$ cat src/rtl/ipc_fifo_pkg.sv
// Package: bit positions and widths of the inter-processor queue control word.
// Assumes: a 16-bit control word per side; positions are fixed by software.
package ipc_fifo_pkg;
    localparam int CTL_W        = 16;
    localparam int B_SEND_EMPTY = 0;
    localparam int B_SEND_FULL  = 1;
    localparam int B_SE_IRQ_EN  = 2;
    localparam int B_FLUSH      = 3;
    localparam int B_RECV_EMPTY = 8;
    localparam int B_RECV_FULL  = 9;
    localparam int B_RR_IRQ_EN  = 10;
    localparam int B_ERROR      = 14;
    localparam int B_ENABLE     = 15;
endpackage

$ cat src/rtl/ipc_word_queue.sv
// Module: one direction's word queue (circular buffer with an occupancy count).
// Decides push/pop acceptance: a pop needs a word; a push needs room or a
// simultaneous accepted pop. Flush wins over push and pop in the same cycle.
// Assumes: DEPTH is a power of two; requests arrive already enable-qualified.
module ipc_word_queue #(
    parameter int W     = 32,
    parameter int DEPTH = 16
) (
    input  logic                         clk,
    input  logic                         rst_n,
    input  logic                         flush,
    input  logic                         push_req,
    input  logic [W-1:0]                 push_data,
    input  logic                         pop_req,
    output logic                         push_ok,
    output logic                         pop_ok,
    output logic [$clog2(DEPTH):0]       count,
    output logic [W-1:0]                 head,
    output logic                         drained,
    output logic                         filled
);
    localparam int AW = $clog2(DEPTH);
    localparam int CW = AW + 1;
    localparam logic [CW-1:0] FULL_CNT = CW'(DEPTH);
    localparam logic [CW-1:0] ONE_CNT  = CW'(1);

    logic [W-1:0]  mem [DEPTH];
    logic [AW-1:0] wr_ptr, rd_ptr;
    logic          empty, full;

    // Acceptance and edge-of-occupancy events for this cycle.
    always_comb begin
        empty   = (count == '0);
        full    = (count == FULL_CNT);
        pop_ok  = pop_req && !empty;
        push_ok = push_req && (!full || pop_ok);
        drained = pop_ok && !push_ok && (count == ONE_CNT) && !flush;
        filled  = push_ok && empty && !flush;
        head    = mem[rd_ptr];
    end

    // Storage write for accepted pushes.
    always_ff @(posedge clk) begin
        if (push_ok && !flush) mem[wr_ptr] <= push_data;
    end

    // Pointer and count update, with flush returning to empty.
    always_ff @(posedge clk) begin
        if (!rst_n || flush) begin
            wr_ptr <= '0;
            rd_ptr <= '0;
            count  <= '0;
        end else begin
            if (push_ok) wr_ptr <= wr_ptr + 1'b1;
            if (pop_ok)  rd_ptr <= rd_ptr + 1'b1;
            case ({push_ok, pop_ok})
                2'b10:   count <= count + 1'b1;
                2'b01:   count <= count - 1'b1;
                default: count <= count;
            endcase
        end
    end

    a_r1_count_bound: assert property (@(posedge clk) disable iff (!rst_n)
        count <= FULL_CNT);
    a_r11_both_hold: assert property (@(posedge clk) disable iff (!rst_n)
        (push_req && pop_req && !empty && !flush) |=> (count == $past(count)));
    a_r3_full_hold: assert property (@(posedge clk) disable iff (!rst_n)
        (full && push_req && !pop_req && !flush) |=> (count == FULL_CNT));
    a_r4_empty_hold: assert property (@(posedge clk) disable iff (!rst_n)
        (empty && pop_req && !push_req && !flush) |=> (count == '0));
    a_r10_flush_empty: assert property (@(posedge clk) disable iff (!rst_n)
        flush |=> (count == '0));
endmodule

$ cat src/rtl/ipc_side_ctrl.sv
// Module: one side's stored control bits and sticky error flag.
// Stores enable and the two interrupt enables on a write; the error flag is
// set by a refused push/pop and cleared by writing 1 to its bit (set wins).
// Assumes: the flush bit is a write strobe only and is never stored.
module ipc_side_ctrl
    import ipc_fifo_pkg::*;
(
    input  logic             clk,
    input  logic             rst_n,
    input  logic             wr_en,
    input  logic [CTL_W-1:0] wr_data,
    input  logic             err_set,
    output logic             enable,
    output logic             se_irq_en,
    output logic             rr_irq_en,
    output logic             error,
    output logic             flush
);
    // Flush strobe decoded straight from the write.
    assign flush = wr_en && wr_data[B_FLUSH];

    // Stored control bits.
    always_ff @(posedge clk) begin
        if (!rst_n) begin
            enable    <= 1'b0;
            se_irq_en <= 1'b0;
            rr_irq_en <= 1'b0;
        end else if (wr_en) begin
            enable    <= wr_data[B_ENABLE];
            se_irq_en <= wr_data[B_SE_IRQ_EN];
            rr_irq_en <= wr_data[B_RR_IRQ_EN];
        end
    end

    // Sticky error flag with write-one-to-clear.
    always_ff @(posedge clk) begin
        if (!rst_n)                            error <= 1'b0;
        else if (err_set)                      error <= 1'b1;
        else if (wr_en && wr_data[B_ERROR])    error <= 1'b0;
    end

    a_r5_err_sticky: assert property (@(posedge clk) disable iff (!rst_n)
        (error && !(wr_en && wr_data[B_ERROR])) |=> error);
    a_r5_err_clear: assert property (@(posedge clk) disable iff (!rst_n)
        (wr_en && wr_data[B_ERROR] && !err_set) |=> !error);
endmodule

$ cat src/rtl/ipc_word_fifo.sv
// Module: two-way inter-processor word queue, top level.
// Queue s is the outbound queue of side s and is popped by side 1-s. Status
// flags are read from both queues' counts so one event updates both sides.
// Interrupts are registered one-cycle pulses. Assumes a common clock.
module ipc_word_fifo
    import ipc_fifo_pkg::*;
#(
    parameter int W     = 32,
    parameter int DEPTH = 16
) (
    input  logic             clk,
    input  logic             rst_n,
    input  logic             a_cfg_wr,
    input  logic [CTL_W-1:0] a_cfg_wdata,
    output logic [CTL_W-1:0] a_cfg_rdata,
    input  logic             a_push,
    input  logic [W-1:0]     a_push_data,
    input  logic             a_pop,
    output logic [W-1:0]     a_pop_data,
    output logic             a_irq_send_empty,
    output logic             a_irq_recv_ready,
    input  logic             b_cfg_wr,
    input  logic [CTL_W-1:0] b_cfg_wdata,
    output logic [CTL_W-1:0] b_cfg_rdata,
    input  logic             b_push,
    input  logic [W-1:0]     b_push_data,
    input  logic             b_pop,
    output logic [W-1:0]     b_pop_data,
    output logic             b_irq_send_empty,
    output logic             b_irq_recv_ready
);
    localparam int CW = $clog2(DEPTH) + 1;
    localparam logic [CW-1:0] FULL_CNT = CW'(DEPTH);

    logic             cfg_wr   [2];
    logic [CTL_W-1:0] cfg_wdata[2];
    logic [CTL_W-1:0] cfg_rdata[2];
    logic             push     [2];
    logic [W-1:0]     push_data[2];
    logic             pop      [2];
    logic [W-1:0]     pop_data [2];
    logic             irq_se   [2];
    logic             irq_rr   [2];

    logic             enable   [2];
    logic             se_en    [2];
    logic             rr_en    [2];
    logic             error    [2];
    logic             flush_w  [2];
    logic             err_set  [2];

    logic             q_push_req[2];
    logic             q_pop_req [2];
    logic             q_push_ok [2];
    logic             q_pop_ok  [2];
    logic [CW-1:0]    q_count   [2];
    logic [W-1:0]     q_head    [2];
    logic             q_drained [2];
    logic             q_filled  [2];

    // Port-to-array mapping so both sides share one generate body.
    assign cfg_wr[0]    = a_cfg_wr;     assign cfg_wr[1]    = b_cfg_wr;
    assign cfg_wdata[0] = a_cfg_wdata;  assign cfg_wdata[1] = b_cfg_wdata;
    assign push[0]      = a_push;       assign push[1]      = b_push;
    assign push_data[0] = a_push_data;  assign push_data[1] = b_push_data;
    assign pop[0]       = a_pop;        assign pop[1]       = b_pop;
    assign a_cfg_rdata      = cfg_rdata[0];
    assign b_cfg_rdata      = cfg_rdata[1];
    assign a_pop_data       = pop_data[0];
    assign b_pop_data       = pop_data[1];
    assign a_irq_send_empty = irq_se[0];
    assign b_irq_send_empty = irq_se[1];
    assign a_irq_recv_ready = irq_rr[0];
    assign b_irq_recv_ready = irq_rr[1];

    for (genvar s = 0; s < 2; s++) begin : g_side
        localparam int P = 1 - s;

        ipc_side_ctrl u_ctrl (
            .clk       (clk),
            .rst_n     (rst_n),
            .wr_en     (cfg_wr[s]),
            .wr_data   (cfg_wdata[s]),
            .err_set   (err_set[s]),
            .enable    (enable[s]),
            .se_irq_en (se_en[s]),
            .rr_irq_en (rr_en[s]),
            .error     (error[s]),
            .flush     (flush_w[s])
        );

        // Requests into this side's outbound queue, gated by each side's enable.
        assign q_push_req[s] = push[s] && enable[s];
        assign q_pop_req[s]  = pop[P] && enable[P];

        ipc_word_queue #(.W(W), .DEPTH(DEPTH)) u_queue (
            .clk       (clk),
            .rst_n     (rst_n),
            .flush     (flush_w[s]),
            .push_req  (q_push_req[s]),
            .push_data (push_data[s]),
            .pop_req   (q_pop_req[s]),
            .push_ok   (q_push_ok[s]),
            .pop_ok    (q_pop_ok[s]),
            .count     (q_count[s]),
            .head      (q_head[s]),
            .drained   (q_drained[s]),
            .filled    (q_filled[s])
        );

        // Refused push to own queue or refused pop from partner queue.
        assign err_set[s] = (q_push_req[s] && !q_push_ok[s])
                          || (q_pop_req[P] && !q_pop_ok[P]);

        // Popped word: partner's head when the pop is accepted, else zero.
        assign pop_data[s] = q_pop_ok[P] ? q_head[P] : '0;

        // Control/status read value assembled from both queues.
        always_comb begin
            cfg_rdata[s]               = '0;
            cfg_rdata[s][B_ENABLE]     = enable[s];
            cfg_rdata[s][B_ERROR]      = error[s];
            cfg_rdata[s][B_RR_IRQ_EN]  = rr_en[s];
            cfg_rdata[s][B_SE_IRQ_EN]  = se_en[s];
            cfg_rdata[s][B_SEND_EMPTY] = (q_count[s] == '0);
            cfg_rdata[s][B_SEND_FULL]  = (q_count[s] == FULL_CNT);
            cfg_rdata[s][B_RECV_EMPTY] = (q_count[P] == '0);
            cfg_rdata[s][B_RECV_FULL]  = (q_count[P] == FULL_CNT);
        end

        // One-cycle interrupt pulses from queue occupancy edges.
        always_ff @(posedge clk) begin
            if (!rst_n) begin
                irq_se[s] <= 1'b0;
                irq_rr[s] <= 1'b0;
            end else begin
                irq_se[s] <= q_drained[s] && se_en[s];
                irq_rr[s] <= q_filled[P] && rr_en[s];
            end
        end

        a_r8_se_pulse: assert property (@(posedge clk) disable iff (!rst_n)
            irq_se[s] |=> !irq_se[s]);
        a_r8_se_empty: assert property (@(posedge clk) disable iff (!rst_n)
            irq_se[s] |-> (cfg_rdata[s][B_SEND_EMPTY] || $past(flush_w[s]) == 1'b0));
        a_r9_rr_pulse: assert property (@(posedge clk) disable iff (!rst_n)
            irq_rr[s] |=> !irq_rr[s]);
        a_r2_off_push: assert property (@(posedge clk) disable iff (!rst_n)
            (!enable[s] && push[s] && !q_pop_req[s] && !flush_w[s])
                |=> (q_count[s] == $past(q_count[s])));
        a_r2_off_pop: assert property (@(posedge clk) disable iff (!rst_n)
            (!enable[s] && pop[s]) |-> (pop_data[s] == '0));
    end
endmodule

$ cat config.mk
export PLATFORM = sky130hd
export DESIGN_NAME = ipc_word_fifo
export DESIGN_NICKNAME = d
export VERILOG_FILES = /design/src/rtl/ipc_fifo_pkg.sv /design/src/rtl/ipc_word_queue.sv /design/src/rtl/ipc_side_ctrl.sv /design/src/rtl/ipc_word_fifo.sv
export SDC_FILE = /design/constraint.sdc
export NUM_CORES = 1
export LEC_CHECK = 0
export ABC_AREA = 0
export BUFFER_PORTS_ARGS = -buffer_cell sky130_fd_sc_hd__buf_2
export CORE_UTILIZATION = 40
export DETAILED_ROUTE_END_ITERATION = 8
export PLACE_DENSITY = 0.54
export SYNTH_ARGS = -nofsm -noshare
export SYNTH_HDL_FRONTEND = slang
export SYNTH_SLANG_ARGS = --single-unit
export TNS_END_PERCENT = 5
$ cat constraint.sdc
create_clock -name clk -period 6.8 [get_ports clk]
set_input_delay 1.02 -clock clk [delete_from_list [all_inputs] [get_ports clk]]
set_output_delay 1.02 -clock clk [all_outputs]
set_load 0.005 [all_outputs]
==> out/qor.yml <==
period_needed_ns: 4.59
powerDensity_nw_per_um2: 281
clk-insertion-delay-late_ns: 0.68
layout_common_cells: "1024 x edfxtp_1, 256 x mux4_2, 165 x buf_2"
track_usage_pct: 18.2
synth_top_area_share_pct: 75.2
nets: 2239
cp_num_buf_inv: 3
layout.cells.most_common: "edfxtp_1"
p_clk_share_pct: 43.7
muxShareOfSynthArea_pct: 14.5
synth_edf_count: 1024
hold_viol: 0
r2r_cells: 7
firstDrtPassIters: 5
fin_setup_tns_ns: 0
antenna_found_initial: 15
path_clk_slew_ns: 0.06
cts_made_buffers: 110
sw_frac_of_total_pct: 19.6
synth_area_leaders: "edfxtp_1 75%, mux4_2 14%, dfxtp_1 2.3%"
fmax_mhz: 218
cts_setup_buffers: 0
wl_per_cell_um: 26.1
synth-async-reset-ratio_pct: 0
synth_cell_types: 43
path_cells: "inv_1 -> ha_1 -> nor4b_4 -> nor4_4 -> buf_4 -> a22oi_1 -> nand2_1 -> buf_2"
vias: 19237
cap_violations: 0
switchingPower_w: 0.00259
clockRootBuffer: "clkbuf_16"
drc: 0
area_growth_pct: 14.9
grt_pass1_vias: 20109
period_share_pct: 67.6
fillers: 8425
initial_utilization_pct: 40.6
hold_class: "reg2reg"
viasPerCell: 5.41
fin_util_pct: 46.6
cts_hold_buffers: 0
drt_iter0_markers: 1628
finClkSkew_ns: 0.0353
synth_top_flop_cell: "edfxtp_1"
drt_wl_total_um: 92900
cp.required_ns: 5.78
crit_family: "simple AND/OR/NAND/NOR gates"
outcome: "finished clean"
grt-ovfl-total: 0
fp.dieW_um: 322
detail-route-antenna-nets: 0
clock_sinks: 1070
hpwlAfterDp_um: 48000
syn-instance-count: 1894
finalSetupViolCount: 0
die_h_um: 322
slowest_delay_ns: 1.00
synth_compound_area_share_pct: 2.74
io_buffers: 165
synth_xor_area_share_pct: 0.429
h-tree-depth: 3
cts_resized: 0
slew_headroom_pct: 17.3
grt_max_degree: 68
die-area_um2: 103000
crit_cells: 8
pwr-share-seq_pct: 54.8
tightest_slew_ns: 1.23
avgSynthCellArea_um2: 21.6
peakVddDrop_uv: 196
cp.arrival_ns: 3.57
gp_congestion: 0.691
grt_pass1_wl_um: 136000
yosysTopAreaCell: "edfxtp_1"
cp-end-kind: "output pin"
share_comb_of_total_power_pct: 1.4
netlist_area_um2: 40900
ys_warn_count: 0
p_int_w: 0.0106
cts_buffer_depth: 3
holdPathStages: 2
slowest_stage: "nor4_4"
drive_above_1_share_pct: 30.7
power.leakage_nw: 14.6
p_total_w: 0.0132
rsz0062_at_grt: "false"
synthSimpleGateAreaFrac_pct: 2.30
rows: 116
synth_fa_ha_area_share_pct: 0.612
core_um2: 101000
cp-start-kind: "flop"
seq_area_frac_synth_pct: 77.5
crit_path_max_fanout: 20
ios: 204
cts_tree: "yes"
synth_top_family_by_area: "multiplexers"
worstSetupPathType: "reg2out"
report.final.slew_viol_count: 0
synth_seq_cells: 1070
## metal layers
layer	share of wire [%]	vias up	track usage [%]
li1	-	8264	-
met2	47	535	28.5
met3	6.3	143	3.67
met1	45	10277	26.2
met5	0.12	-	0
met4	1.9	18	4.48
## state kept, by name, summed over array words and instances, names as in the netlist, named ones only
signal / flops
g_side.u_queue.mem: 1024
g_side.u_queue.count: 10
g_side.u_queue.rd_ptr: 8
g_side.u_queue.wr_ptr: 8
g_side.u_ctrl.enable: 2
g_side.u_ctrl.error: 2
g_side.u_ctrl.rr_irq_en: 2
g_side.u_ctrl.se_irq_en: 2
irq_rr: 2
irq_se: 2
## cell type report
cell class	instances	area, um^2	share of cell area, %
well taps	1357	1700	3.61
clock buffers	131	2850	6.07
repair buffers	216	1230	2.63
clock inverters	65	583	1.24
diodes	2	5.00	0.0107
flip-flops and latches	1070	31700	67.5
multi-input cells	674	8750	18.6
inverters	43	161	0.344
## synth_stat cells, types with 7 or more instances
library cell  count
mux4_2          256
clkbuf_1         37
buf_1             8
nand2_1          83
nor2_1           62
edfxtp_1       1024
a22oi_1          93
mux2i_1          12
buf_4            35
o211ai_1         31
ha_1             20
nand3_1           7
xnor2_1          14
a21oi_1          12
inv_1            43
buf_2            41
dfxtp_1          46
## path summary, 6_finish.rpt
| kind | start | to | slack (ns) |
|---|---|---|---|
| worst max-delay path | g_side[0].u_queue.count[0] | b_pop_data[11] | 2.21 |
| worst min-delay path | g_side[0].u_ctrl.rr_irq_en | irq_rr[0] | 0.48 |
| worst max register to register | g_side[0].u_queue.count[0] | g_side[0].u_queue.mem[1][19] | 3.12 |
| worst min register to register | g_side[0].u_ctrl.rr_irq_en | irq_rr[0] | 0.48 |
## through the flow
| stage | cells | cell area, um^2 | setup WS (ns) | hold slack (ns) |
|---|---|---|---|---|
| final | 3558 | 47000 | 2.21 | 0.483 |
| after global routing | 3557 | 47000 | 2.06 | 0.498 |
| after CTS | 3556 | 47000 | 2.16 | 0.483 |
| after detailed placement | 3360 | 43500 | 2.49 | 0.470 |
| after global placement | 3360 | 43500 | 2.49 | 0.467 |
| after floorplan | 1909 | 40900 | 3.13 | 0.438 |
## worst register-to-register path, stage by stage, from the launching register on
cell      delay [ns]
dfxtp_1         0.43
inv_1           0.10
ha_1            0.22
and4bb_2        0.32
a21oi_1         0.48
nand2_1         0.40
nor2_4          0.92
buf_4           0.47
## cells by family (layout without fill, tap and decap cells)
| kind of cell | count (synthesis) | after routing |
|---|---|---|
| other cells | 1 | 18 |
| mux | 270 | 270 |
| flops | 1070 | 1070 |
| buf+inv | 165 | 455 |
| fa+ha+maj | 20 | 20 |
| compound gates | 154 | 154 |
| simple gates | 194 | 194 |
| xor+xnor | 20 | 20 |
## power by group through the flow
stage	Combinational [W]	Sequential (W)	Clock [W]
2_1_floorplan	0.0000778	0.00737	0
3_3_place_gp	0.000179	0.00737	0
3_5_place_dp	0.000193	0.00737	0
4_1_cts	0.000193	0.00723	0.00590
5_1_grt	0.000211	0.00723	0.00613
6_report	0.000191	0.00723	0.00577
(Power assumes the default switching activity.)
